--- src/rtl/tmr_pkg.sv ---
// Package: register addresses shared by the timer modules, checker and bench.
// Assumes a 3-bit register address space.
package tmr_pkg;
    localparam int ADDR_W = 3;
    localparam logic [ADDR_W-1:0] A_RELOAD = 3'd0;
    localparam logic [ADDR_W-1:0] A_CTRL   = 3'd1;
    localparam logic [ADDR_W-1:0] A_STAT   = 3'd2;
    localparam logic [ADDR_W-1:0] A_CLR    = 3'd3;
    localparam logic [ADDR_W-1:0] A_COUNT  = 3'd4;
endpackage

--- src/rtl/tmr_regif.sv ---
// Register interface: decodes writes into a reload value and command strobes,
// and multiplexes the readable state onto rd_data.
// Assumes one write per cycle and DATA_W >= CNT_W, DATA_W > FLAG_BIT.
module tmr_regif #(
    parameter int CNT_W    = 16,
    parameter int DATA_W   = 16,
    parameter int FLAG_BIT = 10
) (
    input  logic                       clk,
    input  logic                       rst_n,
    input  logic                       wr_en,
    input  logic [tmr_pkg::ADDR_W-1:0] wr_addr,
    input  logic [DATA_W-1:0]          wr_data,
    input  logic [tmr_pkg::ADDR_W-1:0] rd_addr,
    input  logic                       run,
    input  logic                       flag,
    input  logic [CNT_W-1:0]           cnt,
    output logic [CNT_W-1:0]           reload,
    output logic                       start_cmd,
    output logic                       stop_cmd,
    output logic                       clr_cmd,
    output logic [DATA_W-1:0]          rd_data
);
    import tmr_pkg::*;

    logic [CNT_W-1:0] reload_q;

    // Holds the reload value written by software.
    always_ff @(posedge clk) begin
        if (!rst_n)
            reload_q <= '0;
        else if (wr_en && wr_addr == A_RELOAD)
            reload_q <= wr_data[CNT_W-1:0];
    end

    assign reload = reload_q;

    // Turns control and clear writes into single-cycle commands.
    always_comb begin
        start_cmd = wr_en && wr_addr == A_CTRL && wr_data[0];
        stop_cmd  = wr_en && wr_addr == A_CTRL && !wr_data[0];
        clr_cmd   = wr_en && wr_addr == A_CLR && wr_data[FLAG_BIT];
    end

    // Selects the register addressed by rd_addr; unmapped and write-only read zero.
    always_comb begin
        rd_data = '0;
        case (rd_addr)
            A_RELOAD: rd_data[CNT_W-1:0] = reload_q;
            A_CTRL:   rd_data[0]         = run;
            A_STAT:   rd_data[FLAG_BIT]  = flag;
            A_COUNT:  rd_data[CNT_W-1:0] = cnt;
            default:  rd_data            = '0;
        endcase
    end
endmodule

--- src/rtl/tmr_counter.sv ---
// Counter core: holds the run state and the count, advances on tick_en,
// wraps to the reload value and emits a one-cycle overflow pulse.
// Assumes start_cmd and stop_cmd are never high together.
module tmr_counter #(
    parameter int CNT_W = 16
) (
    input  logic             clk,
    input  logic             rst_n,
    input  logic             tick_en,
    input  logic             start_cmd,
    input  logic             stop_cmd,
    input  logic [CNT_W-1:0] reload,
    output logic             run,
    output logic [CNT_W-1:0] cnt,
    output logic             ovf
);
    localparam logic [CNT_W-1:0] CNT_MAX = {CNT_W{1'b1}};

    logic             run_q;
    logic [CNT_W-1:0] cnt_q;
    logic             step;

    // A step happens only when running, ticked and not overridden by a control write.
    always_comb begin
        step = run_q && tick_en && !start_cmd && !stop_cmd;
        ovf  = step && cnt_q == CNT_MAX;
    end

    // Updates run state and count; control writes win over ticks.
    always_ff @(posedge clk) begin
        if (!rst_n) begin
            run_q <= 1'b0;
            cnt_q <= '0;
        end else if (start_cmd) begin
            run_q <= 1'b1;
            cnt_q <= reload;
        end else if (stop_cmd) begin
            run_q <= 1'b0;
        end else if (ovf) begin
            cnt_q <= reload;
        end else if (step) begin
            cnt_q <= cnt_q + 1'b1;
        end
    end

    assign run = run_q;
    assign cnt = cnt_q;
endmodule

--- src/rtl/tmr_flag.sv ---
// Sticky request flag: set by overflow, cleared by a clear command only while stopped.
// Assumes ovf can only pulse while the timer runs.
module tmr_flag (
    input  logic clk,
    input  logic rst_n,
    input  logic ovf,
    input  logic clr_cmd,
    input  logic run,
    output logic flag
);
    logic flag_q;

    // Set has priority; a clear is accepted only when the timer is stopped.
    always_ff @(posedge clk) begin
        if (!rst_n)
            flag_q <= 1'b0;
        else if (ovf)
            flag_q <= 1'b1;
        else if (clr_cmd && !run)
            flag_q <= 1'b0;
    end

    assign flag = flag_q;
endmodule

--- src/rtl/tmr_sticky_top.sv ---
// Top level: reloadable up-counting timer with a sticky overflow flag whose
// clear is blocked while running. Assumes tick_en is already in the clk domain.
module tmr_sticky_top #(
    parameter int CNT_W    = 16,
    parameter int DATA_W   = 16,
    parameter int FLAG_BIT = 10
) (
    input  logic                       clk,
    input  logic                       rst_n,
    input  logic                       tick_en,
    input  logic                       wr_en,
    input  logic [tmr_pkg::ADDR_W-1:0] wr_addr,
    input  logic [DATA_W-1:0]          wr_data,
    input  logic [tmr_pkg::ADDR_W-1:0] rd_addr,
    output logic [DATA_W-1:0]          rd_data,
    output logic                       req_o
);
    logic [CNT_W-1:0] reload_w;
    logic [CNT_W-1:0] cnt_w;
    logic             run_w;
    logic             flag_w;
    logic             ovf_w;
    logic             start_w;
    logic             stop_w;
    logic             clr_w;

    tmr_regif #(.CNT_W(CNT_W), .DATA_W(DATA_W), .FLAG_BIT(FLAG_BIT)) u_regif (
        .clk(clk), .rst_n(rst_n), .wr_en(wr_en), .wr_addr(wr_addr),
        .wr_data(wr_data), .rd_addr(rd_addr), .run(run_w), .flag(flag_w),
        .cnt(cnt_w), .reload(reload_w), .start_cmd(start_w),
        .stop_cmd(stop_w), .clr_cmd(clr_w), .rd_data(rd_data)
    );

    tmr_counter #(.CNT_W(CNT_W)) u_counter (
        .clk(clk), .rst_n(rst_n), .tick_en(tick_en), .start_cmd(start_w),
        .stop_cmd(stop_w), .reload(reload_w), .run(run_w), .cnt(cnt_w),
        .ovf(ovf_w)
    );

    tmr_flag u_flag (
        .clk(clk), .rst_n(rst_n), .ovf(ovf_w), .clr_cmd(clr_w),
        .run(run_w), .flag(flag_w)
    );

    assign req_o = flag_w;
endmodule

--- config.mk ---
export PLATFORM = sky130hd
export DESIGN_NAME = tmr_sticky_top
export DESIGN_NICKNAME = d
export VERILOG_FILES = /design/src/rtl/tmr_pkg.sv /design/src/rtl/tmr_regif.sv /design/src/rtl/tmr_counter.sv /design/src/rtl/tmr_flag.sv /design/src/rtl/tmr_sticky_top.sv
export SDC_FILE = /design/constraint.sdc
export NUM_CORES = 1
export LEC_CHECK = 0
export ABC_AREA = 1
export BUFFER_PORTS_ARGS = -buffer_cell sky130_fd_sc_hd__buf_2
export CAP_MARGIN = 20
export CORE_MARGIN = 2
export CORE_UTILIZATION = 54
export CTS_CLUSTER_DIAMETER = 40
export DETAILED_ROUTE_END_ITERATION = 16
export GPL_TIMING_DRIVEN = 0
export PLACE_DENSITY = 0.86
export SETUP_SLACK_MARGIN = 0.05
export SYNTH_ARGS = -nofsm -noshare
export SYNTH_HDL_FRONTEND = slang
export SYNTH_SLANG_ARGS = --single-unit
--- constraint.sdc ---
create_clock -name clk -period 1.74 [get_ports clk]
set_input_delay 0.261 -clock clk [delete_from_list [all_inputs] [get_ports clk]]
set_output_delay 0.261 -clock clk [all_outputs]
set_load 0.03 [all_outputs]
==> results of run 1 <==
==> cell families (layout without fill, tap and decap cells) <==
group	after synthesis	count (layout)	share of synthesized area (%)
flip-flops	34	34	32.8
adder cells (fa/ha/maj)	1	1	0.602
buffers and inverters	59	113	11.9
AND/OR/NAND/NOR	156	156	34.4
XOR/XNOR	6	6	2.53
AO/OA/AOI/OAI	69	69	17.9
==> worst max-delay path by stage <==
stage,start,endpoint,slack [ns],cells after the start
6_report,rd_addr[0],rd_data[3],0.09,6
5_1_grt,u_counter.cnt[3],u_counter.cnt[15],0.05,9
4_1_cts,rd_addr[0],rd_data[1],0.05,6
3_5_place_dp,rd_addr[1],rd_data[12],-0.32,6
3_3_place_gp,rd_addr[1],rd_data[8],-0.30,6
2_1_floorplan,rd_addr[1],rd_data[12],-0.15,4
==> cell type report <==
type                            count  area, sq um  area share, %
Clock buffer                        5         68.8           2.67
Clock inverter                      2         15.0          0.582
Buffer                             13         82.6           3.20
Tap cell                           48         60.1           2.33
Multi-Input combinational cell    232         1210           47.1
Sequential cell                    34          694           26.9
Inverter                           46          173           6.69
Timing Repair Buffer               47          273           10.6
==> worst min-delay path, stage by stage <==
cell and delay [ns]:
buf_2 0.08, nor2_1 0.03, nor2_1 0.08
==> registers in the layout, summed over array words and instances (netlist names) <==
| name | flops |
|---|---|
| u_counter.cnt | 16 |
| u_counter.run | 1 |
| u_flag.flag | 1 |
| u_regif.reload | 16 |
==> per-layer routing <==
metal  GRT usage [%]  vias to the layer above  wire, um
met3            7.84                       31       554
met2            49.7                      142      2820
met5               0                        -         0
met4            12.0                        0       201
li1                -                     1171         -
met1            37.4                     1095      2490
==> per-stage QoR <==
step / total power [mW] / hold WS [ns]
2_1_floorplan: 0.904 / 0.396
3_3_place_gp: 0.962 / 0.468
3_5_place_dp: 0.967 / 0.478
4_1_cts: 1.55 / 0.193
5_1_grt: 1.60 / 0.216
6_report: 1.55 / 0.193
==> layout by cell type, fill, tap and decap left out, types with 5 or more instances in the layout <==
cell type,instances
nor2_1,24
a21oi_1,27
nand2_2,6
nand3_1,28
buf_2,45
inv_1,45
o21ai_0,26
clkbuf_8,5
dfxtp_1,27
o22ai_1,8
nand2_1,74
dfxtp_2,5
nand4_1,6
buf_4,7
==> power groups by stage <==
stage / logic, mW / registers (mW) / clock network, mW
5_1_grt: 0.176 / 0.804 / 0.618
6_report: 0.160 / 0.803 / 0.586
4_1_cts: 0.152 / 0.804 / 0.591
3_5_place_dp: 0.146 / 0.821 / 0
3_3_place_gp: 0.141 / 0.821 / 0
2_1_floorplan: 0.0852 / 0.819 / 0
==> repair_timing <==
| action | 4_1_cts | 5_1_grt |
|---|---|---|
| hold buffers | 0 | 0 |
| pin swaps | 2 | 4 |
| setup endpoints to repair | 24 | 26 |
| gates resized for setup | 11 | 22 |
| gates cloned | 0 | 1 |
| setup buffers | 2 | 2 |
==> metrics.csv, run 1 <==
metric;value;unit
Hold WC Path Type;in -> reg;
syn_nets;352;
Fillers;330;
fin cells;427;
post-synthesis cell area;2080;sq um
fraction of registers with async set/reset;0;%
crit-path most repeated cell;buf_2;
Hold Crit Endpoint;u_regif.reload[2];
Worst Skew;0.00545;ns
H-tree levels;2;
R2R Path End;u_counter.cnt[6];
Die H;66.0;um
Net Switching;0.425;mW
Global Route Usage Sum;30.1;%
setup_tns;0;ns
post-synth cell types;29;
delay-heaviest family, CP;buffers and inverters;
clk root buf;clkbuf_8;
Hold Path Origin;wr_data[2];
final core occ;70.0;%
Final Hold Viols;0;
core area;3690;sq um
worst-skew pair later-pin latency;0.30;ns
Post-Syn Area per Cell;6.39;sq um
post-synthesis sequential area ratio;32.8;%
DRT Wirelength;6070;um
RSZ-0062 raised after global routing;yes;
final setup margin;0.0856;ns
clock network power share;37.8;%
Peak VDD IR;0.541;mV
CP required;1.48;ns
Max stage delay on crit path;0.23;ns
Remaining DRCs;0;
pins over their slew limit;0;
CP Data Arrival Time;1.39;ns
layout cells sized above 1;25.3;%
dominant cell type by area after synthesis;dfxtp_1;
Final ANT Viol Nets;0;
LEAKAGE;1.11;nW
vias;2439;
Logic pwr share;10.3;%
top-count cell post-synth;nand2_1;
drt pass-1 iters;5;
FF-to-FF Start;u_counter.cnt[1];
grt ovf;0;
status;completed;
CTS tree;done;
initial antenna violation count;0;
1st-iter DRT viols;228;
die area;4360;sq um
WP buf/inv;3;
Post-synth EDFFs;0;
placed cell count;415;
Max Fanout on Critical Path;10;
maxcap violations;0;
CTS sink cnt;34;
TritonCTS buffer count;5;
CTS Buffer Depth;2;
Worst slew margin;60.4;%
fin crit share;95.1;%
Final Cell Area;2580;sq um
R2R depth;11;
Post-Synthesis Cells;325;
Worst-Margin Slew;0.594;ns
I/O pin count;43;
Startpoint Class;input pin;
slowest CP cell;clkbuf_4;
CTS clock-pin slew for the worst setup and hold paths;0.07;ns
ys flop type;dfxtp_1;
Ant. Diodes;0;
post-synth top area share;32.8;%
Final nets;406;
port bufs;42;
Post-synth top cells;nand2_1, inv_1, dfxtp_1;
global-route wire length before repair;9920;um
crit path kind;in -> out;
r2r setup slk;0.14;ns
Synthesis Warnings;0;
Power Internal;1.12;mW
Switching Fraction;27.5;%
row cnt;22;
starting density of the core;56.3;%
hold path depth;3;
PwrDens;600;nW/um^2
vias in the first global route;2153;
Die X-Extent;66.0;um
synth-to-layout area growth;24.2;%
wire per inst;14.2;um
crit end category;output port;
Post-Place Cell Area;2350;sq um
largest net degree at the start of global routing;12;
Placement Setup Slack;-0.324;ns
Max Clk Rate;0.604;GHz
top post-synthesis cells by area;dfxtp_1, nand2_1, inv_1;
sequential power share;51.8;%
# setup viols final;0;
vias per inst;5.71;
gpl congestion;0.950;
Min Clock Period, post-route;1.65;ns
#FFs+latches synth;34;
critical-path cell list;buf_2 > nor2_1 > nand2_2 > buf_2 > o22ai_1 > clkbuf_4;
DP HPWL;4410;um
(Power assumes the default switching activity.)
==> run 2: changes to the inputs <==
==> constraint.sdc (replaced) <==
create_clock -name clk -period 1.76 [get_ports clk]
set_input_delay 0.264 -clock clk [delete_from_list [all_inputs] [get_ports clk]]
set_output_delay 0.264 -clock clk [all_outputs]
set_load 0.03 [all_outputs]
==> metrics.csv, run 2 (synthesis gave the netlist of run 1 again) <==
metric;value;unit;change
WP buf/inv;3;;unchanged
Fillers;341;;+3.3%
crit path kind;in -> out;;
Max Fanout on Critical Path;10;;unchanged
LEAKAGE;1.10;nW;-0.97%
Final ANT Viol Nets;0;;unchanged
largest net degree at the start of global routing;12;;unchanged
Hold WC Path Type;in -> reg;;
synth-to-layout area growth;22.6;%;
multi-input logic area;1200;sq um;-1.5%
Die H;66.0;um;unchanged
starting density of the core;56.3;%;unchanged
grt ovf;0;;unchanged
crit end category;output port;;
delay-heaviest family, CP;buffers and inverters;;
Peak VDD IR;0.532;mV;-1.8%
slowest CP cell;buf_2;;
die area;4360;sq um;unchanged
fin cells;426;;-0.23%
port bufs;42;;unchanged
CP Data Arrival Time;1.41;ns;+0.02 ns
vias in the first global route;2155;;+0.093%
most common cell after layout, fill and taps aside;nand2_1;;
R2R depth;10;;-1
Remaining DRCs;0;;unchanged
fin crit share;95.2;%;
DP HPWL;4410;um;unchanged
maxcap violations;0;;unchanged
Ant. Diodes;0;;unchanged
initial antenna violation count;0;;unchanged
Hold WS;0.195;ns;+0.00217 ns
CTS Buffer Depth;2;;unchanged
commonest non-fill, non-tap cells in the layout;nand2_1, buf_2, inv_1;;
global-route wire length before repair;9930;um;about the same
vias per inst;5.75;;+0.65%
PwrDens;604;nW/um^2;+0.57%
Final nets;405;;-0.25%
layout cells sized above 1;23.5;%;-1.8 points
drt pass-1 iters;6;;+1
# setup viols final;0;;unchanged
CTS sink cnt;34;;unchanged
Final Hold Viols;0;;unchanged
clk root buf;clkbuf_8;;
worst-skew pair later-pin latency;0.30;ns;about the same
CP required;1.50;ns;+0.02 ns
Startpoint Class;input pin;;
Reg area;692;sq um;-0.36%
row cnt;22;;unchanged
Die X-Extent;66.0;um;unchanged
CTS clock-pin slew for the worst setup and hold paths;0.07;ns;about the same
wire per inst;14.5;um;+1.9%
TritonCTS buffer count;5;;unchanged
1st-iter DRT viols;241;;+5.7%
Hold Buf Count CTS;0;;unchanged
Worst slew margin;60.7;%;+0.30 points
placed cell count;415;;unchanged
crit-path most repeated cell;buf_2;;
gpl congestion;0.950;;unchanged
Max Clk Rate;0.597;GHz;
vias;2449;;+0.41%
DRT Wirelength;6160;um;+1.6%
Global Route Usage Sum;30.2;%;+0.072 points
CTS tree;done;;
I/O pin count;43;;unchanged
status;completed;;
core area;3690;sq um;unchanged
Levels on crit path;6;;unchanged
critical-path cell list;buf_2 > nor2_1 > nand2_2 > buf_2 > o21ai_0 > buf_2;;
Max stage delay on crit path;0.24;ns;about the same
Worst-Margin Slew;0.589;ns;-0.00445 ns
hold path depth;3;;unchanged
pins over their slew limit;0;;unchanged
H-tree levels;2;;unchanged
RSZ-0062 raised after global routing;yes;;
Worst Skew;0.00779;ns;+0.00234 ns
Min Clock Period, post-route;1.68;ns;
==> run 2: cell count changes in the layout (fill, tap and decap cells not counted), moves of 2 or more <==
cell / previous run / this run
buf_2: 45 / 47
buf_4: 7 / 5
dfxtp_1: 27 / 29
dfxtp_2: 5 / 3
nand2_1: 74 / 76
nand2_2: 6 / 4
==> run 2: path summary, 6_finish.rpt <==
kind,startpoint,end,slack [ns]
worst max register to register,u_counter.cnt[4],u_counter.cnt[6],0.14
worst min-delay path,wr_data[2],u_regif.reload[2],0.19
worst min register to register,u_counter.run,u_counter.run,0.49
worst max-delay path,rd_addr[0],rd_data[7],0.08
==> run 2: worst min-delay path: cells and delay by family <==
family	cells	cell delay, ns
and+or+nand+nor	2	0.11
buffers and inverters	1	0.08
==> run 2: cell type report <==
class | count | area share, %
multi-input combinational | 232 | 47.0
sequential | 34 | 27.2
timing repair buffer | 46 | 10.3
inverter | 46 | 6.78
buffer | 13 | 3.14
clock buffer | 5 | 2.70
tap | 48 | 2.36
clock inverter | 2 | 0.589
==> run 2: what timing repair did <==
action	4_1_cts	5_1_grt
setup endpoints to repair	24	27
cloned	0	1
gates resized for setup	10	14
pin swaps	2	4
hold endpoints to repair	0	0
setup buffers	2	1
==> run 2: metrics by stage <==
step	cell area, sq um	utilization [%]	power [mW]	setup slack, ns	setup TNS [ns]
5_1_grt	2550	69.1	1.58	-0.0226	-0.0226
6_report	2550	69.1	1.54	0.0844	0
4_1_cts	2480	67.3	1.53	0.0565	0
2_1_floorplan	2080	-	0.894	-0.141	-0.281
3_3_place_gp	2350	63.7	0.951	-0.282	-2.49
3_5_place_dp	2350	63.7	0.956	-0.310	-3.10
==> run 2: power by group <==
| group | switching [mW] | internal (mW) |
|---|---|---|
| clock | 0.317 | 0.270 |
| combinational | 0.100 | 0.0567 |
| sequential | 0.0102 | 0.784 |
==> run 2: routing by layer <==
metal | routed length, um | share of wire, % | up-vias | GRT usage [%]
met3 | 594 | 9.6 | 18 | 7.84
met1 | 2490 | 40 | 1112 | 37.5
li1 | - | - | 1167 | -
met4 | 108 | 1.8 | 0 | 11.5
met2 | 2970 | 48 | 152 | 50.1
met5 | 0 | 0 | - | 0
==> run 3: changes to the inputs <==
--- a/config.mk
+++ b/config.mk
@@ -12,9 +12,11 @@
 export CORE_UTILIZATION = 54
 export CTS_CLUSTER_DIAMETER = 40
 export DETAILED_ROUTE_END_ITERATION = 16
+export GPL_ROUTABILITY_DRIVEN = 0
 export GPL_TIMING_DRIVEN = 0
 export PLACE_DENSITY = 0.86
 export SETUP_SLACK_MARGIN = 0.05
+export SLEW_MARGIN = 20
 export SYNTH_ARGS = -nofsm -noshare
 export SYNTH_HDL_FRONTEND = slang
 export SYNTH_SLANG_ARGS = --single-unit
==> constraint.sdc (replaced) <==
create_clock -name clk -period 1.8 [get_ports clk]
set_input_delay 0.27 -clock clk [delete_from_list [all_inputs] [get_ports clk]]
set_output_delay 0.27 -clock clk [all_outputs]
set_load 0.03 [all_outputs]
==> metrics.csv, run 3 (synthesis gave the netlist of run 1 again) <==
metric;value;unit;change
CTS tree;done;;
CTS Buffer Depth;2;;unchanged
I/O pin count;43;;unchanged
DP HPWL;4230;um;-4.1%
H-tree levels;2;;unchanged
1st-iter DRT viols;364;;+51%
Die X-Extent;66.0;um;unchanged
initial antenna violation count;0;;unchanged
Ant. Diodes;0;;unchanged
CTS clock-pin slew for the worst setup and hold paths;0.07;ns;about the same
crit-path most repeated cell;buf_2;;
multi-input logic area;1190;sq um;-0.10%
grt ovf;0;;unchanged
die area;4360;sq um;unchanged
Final ANT Viol Nets;0;;unchanged
Final nets;404;;-0.25%
Max Fanout on Critical Path;10;;unchanged
Final Hold Viols;0;;unchanged
synth-to-layout area growth;22.8;%;
Hold WC Path Type;in -> reg;;
CP required;1.53;ns;+0.03 ns
port bufs;42;;unchanged
Startpoint Class;input pin;;
Crit. Startpoint;rd_addr[0];;
crit path kind;in -> out;;
DRT Wirelength;6250;um;+1.3%
Peak VDD IR;0.632;mV;+19%
status;completed;;
Max stage delay on crit path;0.25;ns;about the same
most common cell after layout, fill and taps aside;nand2_1;;
Post-Place Cell Area;2350;sq um;unchanged
Max Clk Rate;0.564;GHz;
Fillers;332;;-2.6%
global-route wire length before repair;9390;um;-5.4%
RSZ-0062 raised after global routing;yes;;
Hold Crit Endpoint;u_regif.reload[12];;
TritonCTS buffer count;5;;unchanged
commonest non-fill, non-tap cells in the layout;nand2_1, buf_2, inv_1;;
R2R depth;11;;+1
pins over their slew limit;0;;unchanged
setup_tns;0;ns;unchanged
layout cells sized above 1;23.0;%;-0.53 points
PwrDens;609;nW/um^2;+0.82%
Worst Skew;0.00699;ns;-0.000800 ns
Final Cell Area;2550;sq um;+0.20%
Worst slew margin;59.0;%;-1.7 points
Remaining DRCs;0;;unchanged
CTS sink cnt;34;;unchanged
worst-skew pair later-pin latency;0.30;ns;about the same
r2r setup slk;0.10;ns;-0.04 ns
vias in the first global route;2026;;-6.0%
row cnt;22;;unchanged
vias per inst;5.75;;about the same
FF-to-FF Start;u_counter.cnt[1];;
crit end category;output port;;
vias;2450;;+0.041%
wire per inst;14.7;um;+1.3%
critical-path cell list;buf_2 > nor2_1 > nand2_1 > buf_2 > o21ai_0 > buf_2;;
hold path depth;3;;unchanged
largest net degree at the start of global routing;13;;+1
drt pass-1 iters;7;;+1
Global Route Usage Sum;28.7;%;-1.5 points
Worst-Margin Slew;0.614;ns;+0.0250 ns
fin crit share;98.4;%;
CP Data Arrival Time;1.50;ns;+0.09 ns
maxcap violations;0;;unchanged
starting density of the core;56.3;%;unchanged
Reg area;691;sq um;-0.18%
core area;3690;sq um;unchanged
Tot Pwr;1.55;mW;+1.0%
slowest CP cell;o21ai_0;;
Die H;66.0;um;unchanged
R2R Path End;u_counter.cnt[7];;
Hold Path Origin;wr_data[12];;
LEAKAGE;1.11;nW;+0.82%
# setup viols final;0;;unchanged
Min Clock Period, post-route;1.77;ns;
clk root buf;clkbuf_8;;
[run 3: cell type report]
type | count | share of cell area, %
sequential | 34 | 27.1
clock buffer | 6 | 3.24
clock inverter | 2 | 0.637
multi-input combinational | 232 | 46.8
inverter | 46 | 6.76
timing repair buffer | 46 | 10.2
buffer | 12 | 2.94
tap | 48 | 2.35
[run 3: power by group]
part	switching [mW]	internal [mW]	leakage (nW)
sequential	0.00978	0.766	0.278
clock	0.311	0.315	0.0478
combinational	0.0988	0.0535	0.782
[run 3: timing repair]
action                                  4_1_cts  5_1_grt
cloned                                        0        1
gates resized for setup                       6       12
pin swaps                                     1        6
endpoints found under the setup margin       20       20
setup buffers                                 1        2
hold buffers                                  0        0
[run 3: stage by stage]
stage	setup WS (ns)	cells	hold slack [ns]	utilization (%)
after global placement	-0.264	415	0.468	63.7
after floorplan	-0.113	325	0.405	-
final	0.0284	426	0.202	69.2
after CTS	0.0613	423	0.196	67.0
after global routing	-0.0285	426	0.195	69.2
after detailed placement	-0.257	415	0.478	63.7
[run 3: per-layer routing]
metal,vias up,track usage (%),part of all wire [%]
li1,1167,-,-
met1,1076,38.3,39
met2,176,45.5,46
met3,31,7.50,12
met4,0,8.42,3.2
met5,-,0,0
[run 3: worst max-delay path by stage]
stage                        to  slack [ns]  depth (start not counted)
2_1_floorplan       rd_data[12]       -0.11                          4
3_3_place_gp         rd_data[8]       -0.26                          6
3_5_place_dp        rd_data[12]       -0.26                          6
4_1_cts        u_counter.cnt[7]        0.06                         11
5_1_grt              rd_data[1]       -0.03                          6
6_report             rd_data[1]        0.03                          6
[run 3: critical path: cells and delay by family]
kind	cells	cell delay, ns
buf+inv	3	0.62
simple gates	2	0.36
compound gates	1	0.25
